**config.mk**
```make
export PLATFORM = sky130hd
export DESIGN_NAME = buck_start_seq
export DESIGN_NICKNAME = d
export VERILOG_FILES = /design/src/rtl/seq_pkg.sv /design/src/rtl/seq_sync.sv /design/src/rtl/seq_datapath.sv /design/src/rtl/seq_control.sv /design/src/rtl/buck_start_seq.sv
export SDC_FILE = /design/constraint.sdc
export NUM_CORES = 1
export LEC_CHECK = 0
export ABC_AREA = 1
export BUFFER_PORTS_ARGS = -buffer_cell sky130_fd_sc_hd__buf_2
export CORE_ASPECT_RATIO = 0.75
export CORE_UTILIZATION = 35
export DETAILED_ROUTE_END_ITERATION = 12
export HOLD_SLACK_MARGIN = 0.02
export PLACE_DENSITY = 0.49
export SLEW_MARGIN = 10
export SYNTH_ARGS = -nofsm -noshare
export SYNTH_HDL_FRONTEND = slang
export SYNTH_SLANG_ARGS = --single-unit
```
**constraint.sdc**
```tcl
create_clock -name clk -period 1.8 [get_ports clk]
set_clock_uncertainty 0.15 [all_clocks]
set_input_delay 0.09 -clock clk [delete_from_list [all_inputs] [get_ports clk]]
set_output_delay 0.09 -clock clk [all_outputs]
set_load 0.02 [all_outputs]
```
**src/rtl/seq_pkg.sv**
```systemverilog
package seq_pkg;

  typedef enum logic [2:0] {
    ST_IDLE  = 3'd0,
    ST_PROBE = 3'd1,
    ST_SOFT  = 3'd2,
    ST_RUN   = 3'd3,
    ST_GAP   = 3'd4,
    ST_LATCH = 3'd5
  } seqState_t;

  // strobes from control to datapath
  typedef struct packed {
    logic probeRun;
    logic rampRun;
    logic rampHold;
    logic uvArm;
    logic gapRun;
  } dpCtrl_t;

  // status from datapath to control
  typedef struct packed {
    logic edgesDone;
    logic rampDone;
    logic uvTrip;
    logic gapDone;
    logic probeHigh;
  } dpStat_t;

endpackage

```
**src/rtl/seq_sync.sv**
```systemverilog
module seq_sync #(
  parameter int W = 1
) (
  input  logic         clk,
  input  logic         rstN,
  input  logic [W-1:0] asyncIn,
  output logic [W-1:0] syncOut
);
  genvar i;
  generate
    for (i = 0; i < W; i++) begin : g_bit
      logic stage1;
      logic stage2;
      always_ff @(posedge clk or negedge rstN) begin
        if (!rstN) begin
          stage1 <= 1'b0;
          stage2 <= 1'b0;
        end else begin
          stage1 <= asyncIn[i];
          stage2 <= stage1;
        end
      end
      assign syncOut[i] = stage2;
    end
  endgenerate
endmodule

```
**src/rtl/seq_datapath.sv**
```systemverilog
module seq_datapath
  import seq_pkg::*;
#(
  parameter int PROBE_PERIOD = 100,
  parameter int PROBE_HIGH   = 1,
  parameter int EDGE_TARGET  = 4,
  parameter int RAMP_W       = 8,
  parameter int RAMP_STEP    = 8,
  parameter int UV_FILTER    = 30,
  parameter int HICCUP_GAP   = 1000
) (
  input  logic              clk,
  input  logic              rstN,
  input  dpCtrl_t           ctrl,
  input  logic              phaseS,
  input  logic              uvAnyS,
  output dpStat_t           stat,
  output logic [RAMP_W-1:0] rampCode
);
  localparam int PT_W  = $clog2(PROBE_PERIOD + 1);
  localparam int EC_W  = $clog2(EDGE_TARGET + 1);
  localparam int ST_W  = $clog2(RAMP_STEP + 1);
  localparam int UV_W  = $clog2(UV_FILTER + 1);
  localparam int GP_W  = $clog2(HICCUP_GAP + 1);
  localparam logic [RAMP_W-1:0] RAMP_TOP = {RAMP_W{1'b1}};

  logic [PT_W-1:0] probeTmr;
  logic [EC_W-1:0] edgeCnt;
  logic            phPrev;
  logic [ST_W-1:0] stepTmr;
  logic [UV_W-1:0] uvCnt;
  logic [GP_W-1:0] gapTmr;
  logic            stepWrap;

  assign stepWrap = (stepTmr == ST_W'(RAMP_STEP - 1));

  // probing window timer
  always_ff @(posedge clk or negedge rstN) begin
    if (!rstN)                                      probeTmr <= '0;
    else if (!ctrl.probeRun)                        probeTmr <= '0;
    else if (probeTmr == PT_W'(PROBE_PERIOD - 1))   probeTmr <= '0;
    else                                            probeTmr <= probeTmr + 1'b1;
  end

  // phase transition counter
  always_ff @(posedge clk or negedge rstN) begin
    if (!rstN) begin
      phPrev  <= 1'b0;
      edgeCnt <= '0;
    end else begin
      phPrev <= phaseS;
      if (!ctrl.probeRun)
        edgeCnt <= '0;
      else if ((phaseS ^ phPrev) && !stat.edgesDone)
        edgeCnt <= edgeCnt + 1'b1;
    end
  end

  // soft-start ramp with step prescaler
  always_ff @(posedge clk or negedge rstN) begin
    if (!rstN) begin
      stepTmr  <= '0;
      rampCode <= '0;
    end else if (ctrl.rampRun) begin
      stepTmr <= stepWrap ? '0 : stepTmr + 1'b1;
      if (stepWrap && rampCode != RAMP_TOP)
        rampCode <= rampCode + 1'b1;
    end else if (ctrl.rampHold) begin
      stepTmr <= '0;
    end else begin
      stepTmr  <= '0;
      rampCode <= '0;
    end
  end

  // under-voltage persistence filter
  always_ff @(posedge clk or negedge rstN) begin
    if (!rstN)                      uvCnt <= '0;
    else if (!ctrl.uvArm || !uvAnyS) uvCnt <= '0;
    else if (!stat.uvTrip)          uvCnt <= uvCnt + 1'b1;
  end

  // hiccup off-time
  always_ff @(posedge clk or negedge rstN) begin
    if (!rstN)             gapTmr <= '0;
    else if (!ctrl.gapRun) gapTmr <= '0;
    else if (!stat.gapDone) gapTmr <= gapTmr + 1'b1;
  end

  assign stat.edgesDone = (edgeCnt == EC_W'(EDGE_TARGET));
  assign stat.rampDone  = (rampCode == RAMP_TOP);
  assign stat.uvTrip    = (uvCnt == UV_W'(UV_FILTER));
  assign stat.gapDone   = (gapTmr == GP_W'(HICCUP_GAP - 1));
  assign stat.probeHigh = ctrl.probeRun && (probeTmr < PT_W'(PROBE_HIGH));
endmodule

```
**src/rtl/seq_control.sv**
```systemverilog
module seq_control
  import seq_pkg::*;
#(
  parameter int HICCUP_LIMIT = 4
) (
  input  logic    clk,
  input  logic    rstN,
  input  logic    goOn,
  input  logic    ocHit,
  input  dpStat_t stat,
  output dpCtrl_t ctrl,
  output logic    pwmEnable,
  output logic    latchedOff
);
  localparam int HC_W = $clog2(HICCUP_LIMIT + 1);

  seqState_t state, stateNxt;
  logic [HC_W-1:0] hicCnt, hicNxt;
  logic faultNow;

  always_comb begin
    stateNxt = state;
    hicNxt   = hicCnt;
    faultNow = 1'b0;
    unique case (state)
      ST_IDLE: begin
        stateNxt = ST_PROBE;
        hicNxt   = '0;
      end
      ST_PROBE: if (stat.edgesDone) stateNxt = ST_SOFT;
      ST_SOFT: begin
        if (ocHit)              faultNow = 1'b1;
        else if (stat.rampDone) stateNxt = ST_RUN;
      end
      ST_RUN:  if (ocHit || stat.uvTrip) faultNow = 1'b1;
      ST_GAP:  if (stat.gapDone) stateNxt = ST_SOFT;
      ST_LATCH: stateNxt = ST_LATCH;
      default: stateNxt = ST_IDLE;
    endcase
    if (faultNow) begin
      if (hicCnt == HC_W'(HICCUP_LIMIT)) begin
        stateNxt = ST_LATCH;
      end else begin
        stateNxt = ST_GAP;
        hicNxt   = hicCnt + 1'b1;
      end
    end
    if (!goOn) begin
      stateNxt = ST_IDLE;
      hicNxt   = '0;
    end
  end

  always_ff @(posedge clk or negedge rstN) begin
    if (!rstN) begin
      state  <= ST_IDLE;
      hicCnt <= '0;
    end else begin
      state  <= stateNxt;
      hicCnt <= hicNxt;
    end
  end

  assign ctrl.probeRun = (state == ST_PROBE);
  assign ctrl.rampRun  = (state == ST_SOFT);
  assign ctrl.rampHold = (state == ST_RUN);
  assign ctrl.uvArm    = (state == ST_RUN);
  assign ctrl.gapRun   = (state == ST_GAP);
  assign pwmEnable     = (state == ST_SOFT) || (state == ST_RUN);
  assign latchedOff    = (state == ST_LATCH);
endmodule

```
**src/rtl/buck_start_seq.sv**
```systemverilog
module buck_start_seq
  import seq_pkg::*;
#(
  parameter int PROBE_PERIOD = 100,
  parameter int PROBE_HIGH   = 1,
  parameter int EDGE_TARGET  = 4,
  parameter int RAMP_W       = 8,
  parameter int RAMP_STEP    = 8,
  parameter int REF_CODE     = 64,
  parameter int UV_FILTER    = 30,
  parameter int HICCUP_GAP   = 1000,
  parameter int HICCUP_LIMIT = 4
) (
  input  logic              clk,
  input  logic              rstN,
  input  logic              porFlag,
  input  logic              shdnN,
  input  logic              phaseHi,
  input  logic              uvSw,
  input  logic              uvLin,
  input  logic              ocFlag,
  input  logic              pwmHigh,
  output logic              probeGate,
  output logic [RAMP_W-1:0] rampCode,
  output logic [RAMP_W-1:0] effRef,
  output logic              pwmEnable,
  output logic              lowSideOn,
  output logic              latchedOff
);
  localparam logic [RAMP_W-1:0] REF_VAL = RAMP_W'(REF_CODE);

  logic [4:0] rawIn, syncIn;
  dpCtrl_t ctrl;
  dpStat_t stat;
  logic goOn, ocHit;

  assign rawIn = {shdnN, phaseHi, uvSw, uvLin, ocFlag};

  seq_sync #(.W(5)) u_sync (
    .clk(clk), .rstN(rstN), .asyncIn(rawIn), .syncOut(syncIn)
  );

  assign goOn      = !porFlag && syncIn[4];
  assign lowSideOn = pwmEnable && !pwmHigh;
  assign ocHit     = syncIn[0] && lowSideOn;

  seq_control #(.HICCUP_LIMIT(HICCUP_LIMIT)) u_ctrl (
    .clk(clk), .rstN(rstN), .goOn(goOn), .ocHit(ocHit), .stat(stat),
    .ctrl(ctrl), .pwmEnable(pwmEnable), .latchedOff(latchedOff)
  );

  seq_datapath #(
    .PROBE_PERIOD(PROBE_PERIOD), .PROBE_HIGH(PROBE_HIGH),
    .EDGE_TARGET(EDGE_TARGET), .RAMP_W(RAMP_W), .RAMP_STEP(RAMP_STEP),
    .UV_FILTER(UV_FILTER), .HICCUP_GAP(HICCUP_GAP)
  ) u_dp (
    .clk(clk), .rstN(rstN), .ctrl(ctrl), .phaseS(syncIn[3]),
    .uvAnyS(syncIn[2] | syncIn[1]), .stat(stat), .rampCode(rampCode)
  );

  assign probeGate = stat.probeHigh;
  assign effRef    = (rampCode < REF_VAL) ? rampCode : REF_VAL;
endmodule

```
After elaboration in Yosys (flattened, before gate mapping)
Cells that the tools add are included.
- multipliers: 0
- reductions and logical operators: 17
- mux-type cells: 29
- div/mod/pow operators: 0
- equal/unequal tests: 23
- shift-type cells: 0
- bitwise gates (word level): 2
- $lt $le $gt $ge: 2
- $add $sub $neg: 7
- operator list (operator ; count):
    two-way mux 3 bit ; 12
    two-way mux 8 bit ; 4
    two-way mux 10 bit ; 2
    one-hot mux 3 bit (6 select lines) ; 1
    inequality test 4 bit (second input constant) ; 4
    two-way mux 7 bit ; 2
    == test 3 bit (second input constant) ; 4
    adder 10 x 1 -> 10 bit (second input constant) ; 1
    == test 10 bit (second input constant) ; 1
    two-way mux 5 bit ; 2
    adder 8 x 1 -> 8 bit (second input constant) ; 1
    == test 8 bit (second input constant) ; 1
    less-than comparator 8 x 7 -> 1 bit (second input constant) ; 1
    two-way mux 4 bit ; 2
    inequality test 8 bit (second input constant) ; 1
    adder 7 x 1 -> 7 bit (second input constant) ; 1
    == test 7 bit (second input constant) ; 1
    less-than comparator 7 x 1 -> 1 bit (second input constant) ; 1
    adder 3 x 1 -> 3 bit (second input constant) ; 2
    == test 3 x 2 -> 1 bit (second input constant) ; 2
    logical AND 1 bit ; 6
    inequality test 2 bit (second input constant) ; 3
    adder 5 x 1 -> 5 bit (second input constant) ; 1
    == test 5 bit (second input constant) ; 1
    14 further kinds ; 23
- bits in registers: 54
- input port bits: 9
- word-level logic and storage cells: 99
- bits in writable memories: 0
- memories kept: 0
- bits in latches: 0
- memory bits (read-only): 0

Longest topological paths before layout
- depth after elaboration: 9
- mapped depth: 11
- gate-level depth less buffers: 11

Hierarchy
Synthesis repeated with hierarchy kept, for this count alone.
- cell total of the unflattened synthesis: 367
- area total of the unflattened synthesis: 3005.4 µm²
- modules (own cells, without submodules) (module ; cells an instance ; seq. area each (µm²) ; times used ; area an instance (µm²)):
    seq_datapath ; 253 ; 950.9 ; 1 ; 2067.0
    seq_control ; 74 ; 150.1 ; 1 ; 528.0
    seq_sync ; 15 ; 250.2 ; 1 ; 287.8
    buck_start_seq ; 25 ; 0.0 ; 1 ; 122.6

Least setup slack after synthesis
Ideal clock, no wire load.
- path kind: flip-flop to flip-flop
- start point: register u_dp.rampCode[0]
- end point: register u_dp.rampCode[7]
- stages on the path, launching flop included: 10
- arrival time: 1.354 ns
- slack: 0.177 ns
- period minus slack after synthesis: 1.623 ns
- setup time: 0.118 ns
- cells stage by stage: dfrtp_1 ha_1 nand2_1 nor2_1 nand2_1 nand3_4 nand2_8 inv_4 nand2_1 o21ai_2
- cells in the longest elaborated chain, start to end: 4
- elaborated cells on any way between the ends: 7
- those cells by class: add/sub: 1; eq/ne: 2; mux: 2; reduce/logical: 2
- RTL lines (what ; line ; text):
    from (decl) ; seq_datapath.sv:18 ; output logic [RAMP_W-1:0] rampCode
    from (signal assigned) ; seq_datapath.sv:67 ; rampCode <= rampCode + 1'b1;
    parallel branches: the longest is 4 deep, another holds adder 8 x 1 -> 8 bit ; n/a ;
Parallel ways; which one is timed is not known. The select of a mux whose other input is x is not followed.
A chain may end at the register's enable or synchronous reset.

Final worst setup path
Ends and elaborated chain as after synthesis.

==> key figures <==
Pwr
  – Total chip power: 2.17 mW
  – Max VDD drop: 301 uV
  – Clk network pwr share: 0.340
  – PD cells: 675 nW/um^2
  – Sw Ratio: 0.253
  – Combinational share of power: 0.078
  – Psw: 0.548 mW
  – Int Power: 1.62 mW
  – Leak Pwr: 1.50 nW
  – Sequential share of power: 0.581

CTS
  – Clock Pin Slew Worst Setup and Hold Paths: 0.10 ns
  – H-tree Lvls: 2
  – CTS Sinks: 54
  – Clk buf depth: 2
  – Root Buffer: clkbuf_8
  – Clk_lat worst skew: 0.31 ns
  – TritonCTS clock tree: yes
  – Cts bufs inserted: 5

Place
  – Port bufs: 27
  – Post-DP HPWL: 3800 um
  – GPL Wtd Cong: 0.780
  – Post-Place Cells: 444

Die
  – Rows: 27
  – Die area: 8270 sq um
  – # IOs: 29
  – Die W: 105 um
  – Core region area: 7500 sq um
  – Initial Utilization: 0.369
  – Die Ht: 79.0 um

Drt
  – Initial DRC count: 114
  – DR WL/cell: 11.3 um
  – Drt pass-1 iters: 4
  – Post-route ant nets: 0
  – Routed WL: 5200 um
  – Remaining DRCs: 0
  – Vias: 2073
  – Via density: 4.52

Global routing
  – Largest net degree at the start of global routing: 55
  – Antenna violations before repair: 0
  – Gr ovfl total: 0
  – First-pass GRT wire length: 9270 um
  – Gr usage total: 0.143
  – Vias in the first global route: 1993

Setup path
  – Critical path launch point type: flop
  – Slowest CP cell: dfrtp_1
  – Crit path from: u_dp.rampCode[0]$_DFFE_PN0P_
  – Crit path kind: flop to flop
  – CP peak stage delay: 0.42 ns
  – WP data required: 1.87 ns
  – CP bufs+invs: 1
  – CP endpoint kind: flop
  – CP delay by family, top: simple AND/OR/NAND/NOR gates
  – FF-to-FF Start: u_dp.rampCode[0]$_DFFE_PN0P_
  – CP Cell Sequence: ha_1 > nand2_1 > nor2_2 > nand2_1 > nand3_4 > nand2_8 > inv_4 > nand2_1 > o21ai_2
  – Worst-path maximum fanout: 8
  – Crit path DAT: 1.73 ns
  – Cell mode on critical path: nand2_1

Layout
  – Most frequent cells in the layout: 54 x nand2_1, 54 x dfrtp_1, 47 x nor2_1, 34 x inv_1, 27 x buf_2
  – Multi-input gate area: 1230 sq um
  – Fillers: 757
  – Reg area: 1350 sq um
  – Ant. Diodes: 0
  – Area delta synth->final: 16.1%
  – Share of layout cells above drive strength 1: 0.209
  – Fin cells: 459
  – Layout net count: 376
  – Final core occ: 0.428

Synth
  – Unique masters post-synth: 38
  – EDFF count, synth: 0
  – Asr flop ratio synth: 1.00
  – Post-synthesis sequential area ratio: 0.488
  – Most used DFF post-synth: dfrtp_1
  – #FFs+latches synth: 54
  – Net Count, Synth: 335
  – Synthesized area: 2770 sq um
  – Synth Warn #: 0
  – Syn avg cell area: 8.75 sq um
  – Cells after synthesis: 316

Timing
  – Slew Limit Fails: 0
  – Tcrit/Tclk final: 0.922
  – Achievable Freq: 602 MHz
  – Min Tclk post-route: 1.66 ns
  – Setup TNS: 0 ns
  – RSZ-0062 raised after global routing: false
  – Setup violations, final: 0
  – Fin. Hold Viols: 0

Hold path
  – Worst Hold Class: input port to flop
  – Worst hold start: porFlag

Flow run
  – Max Cap Viol: 0

Status
  – Status: completed
[flip-flops by register name, summed over array words and instances, names as in the netlist]
register and cells:
u_dp.stepTmr 4, u_ctrl.hicCnt 3, u_dp.rampCode 8, u_dp.gapTmr 10, u_dp.edgeCnt 3, u_dp.uvCnt 5
u_sync.g_bit.stage2 5, u_sync.g_bit.stage1 5, u_dp.probeTmr 7, u_ctrl.state 3, u_dp.phPrev 1
[cell type report]
| cell class | instances | share of cell area |
|---|---|---|
| clock buffer | 6 | 0.0257 |
| clock inverter | 2 | 0.00506 |
| inverter | 41 | 0.0495 |
| multi-input combinational | 217 | 0.384 |
| sequential | 54 | 0.421 |
| tap | 101 | 0.0393 |
| timing repair buffer | 38 | 0.0763 |
[tightest hold or removal path: stages]
cell and delay (ns):
buf_2 0.09, nor2_1 0.05, inv_1 0.17, nor2_1 0.07
[through the flow]
| stage | instance area (sq um) | setup slack (ns) | hold slack, ns |
|---|---|---|---|
| floorplan | 2770 | 0.177 | -0.356 |
| global placement | 3040 | 0.212 | -0.0321 |
| detailed placement | 3040 | 0.153 | -0.0337 |
| CTS | 3210 | 0.118 | 0.0325 |
| global route | 3210 | 0.0148 | 0.0545 |
| finish | 3210 | 0.140 | 0.0466 |
[cell usage after synthesis (5+ instances only)]
cell type  instances  area share
dfrtp_1           54        0.49
nand2_1           54       0.073
nor2_1            48       0.065
inv_1             34       0.046
nand3_1           23       0.042
o21ai_1           11       0.020
ha_1              10       0.045
a21oi_1            9       0.016
o21ai_0            7       0.013
nand2_2            6       0.014
nor3_1             6       0.011
xor2_1             6       0.019
inv_2              5      0.0068
xnor2_1            5       0.016
[worst paths after layout]
check,end,slack (ns),cells after the start
max in group asynchronous,u_dp.probeTmr[0]$_DFF_PN0_,1.08,3
max,u_dp.rampCode[7]$_DFFE_PN0P_,0.14,9
min,u_ctrl.hicCnt[0]$_DFF_PN0_,0.05,4
min in group asynchronous,u_dp.edgeCnt[2]$_DFFE_PN0P_,0.13,3
max reg2reg,u_dp.rampCode[7]$_DFFE_PN0P_,0.14,9
min reg2reg,u_sync.g_bit[1].stage2$_DFF_PN0_,0.21,0
[repair_timing]
item	in CTS	in global routing
endpoints found under the hold margin	59	0
endpoints found under the setup margin	1	2
resized for setup	0	1
setup buffers	1	0
hold buffers	6	0
pin swaps	1	0
[power by group through the flow]
| stage | clock [mW] | sequential (mW) | combinational, mW |
|---|---|---|---|
| 3_5_place_dp | 0 | 1.28 | 0.161 |
| 2_1_floorplan | 0 | 1.28 | 0.106 |
| 5_1_grt | 0.838 | 1.27 | 0.198 |
| 3_3_place_gp | 0 | 1.28 | 0.162 |
| 6_report | 0.738 | 1.26 | 0.170 |
| 4_1_cts | 0.787 | 1.26 | 0.175 |
[layer usage]
metal  vias up  global-route usage  share of wire
met4         0              0.0620          0.017
met3         7              0.0296          0.032
met1       952               0.208           0.53
met5         -                   0              0
met2        29               0.203           0.42
li1       1085                   -              -
[kinds of logic after synthesis]
family,count (synthesis),share of synthesized area
and+or+nand+nor,160,0.290
other,1,0.00136
AOI/OAI and AO/OA,35,0.0728
DFF,54,0.488
xor gates and xnor gates,11,0.0348
adders and majority gates,10,0.0452
buffers and inverters,45,0.0669
Power figures use the tool's default switching activity.
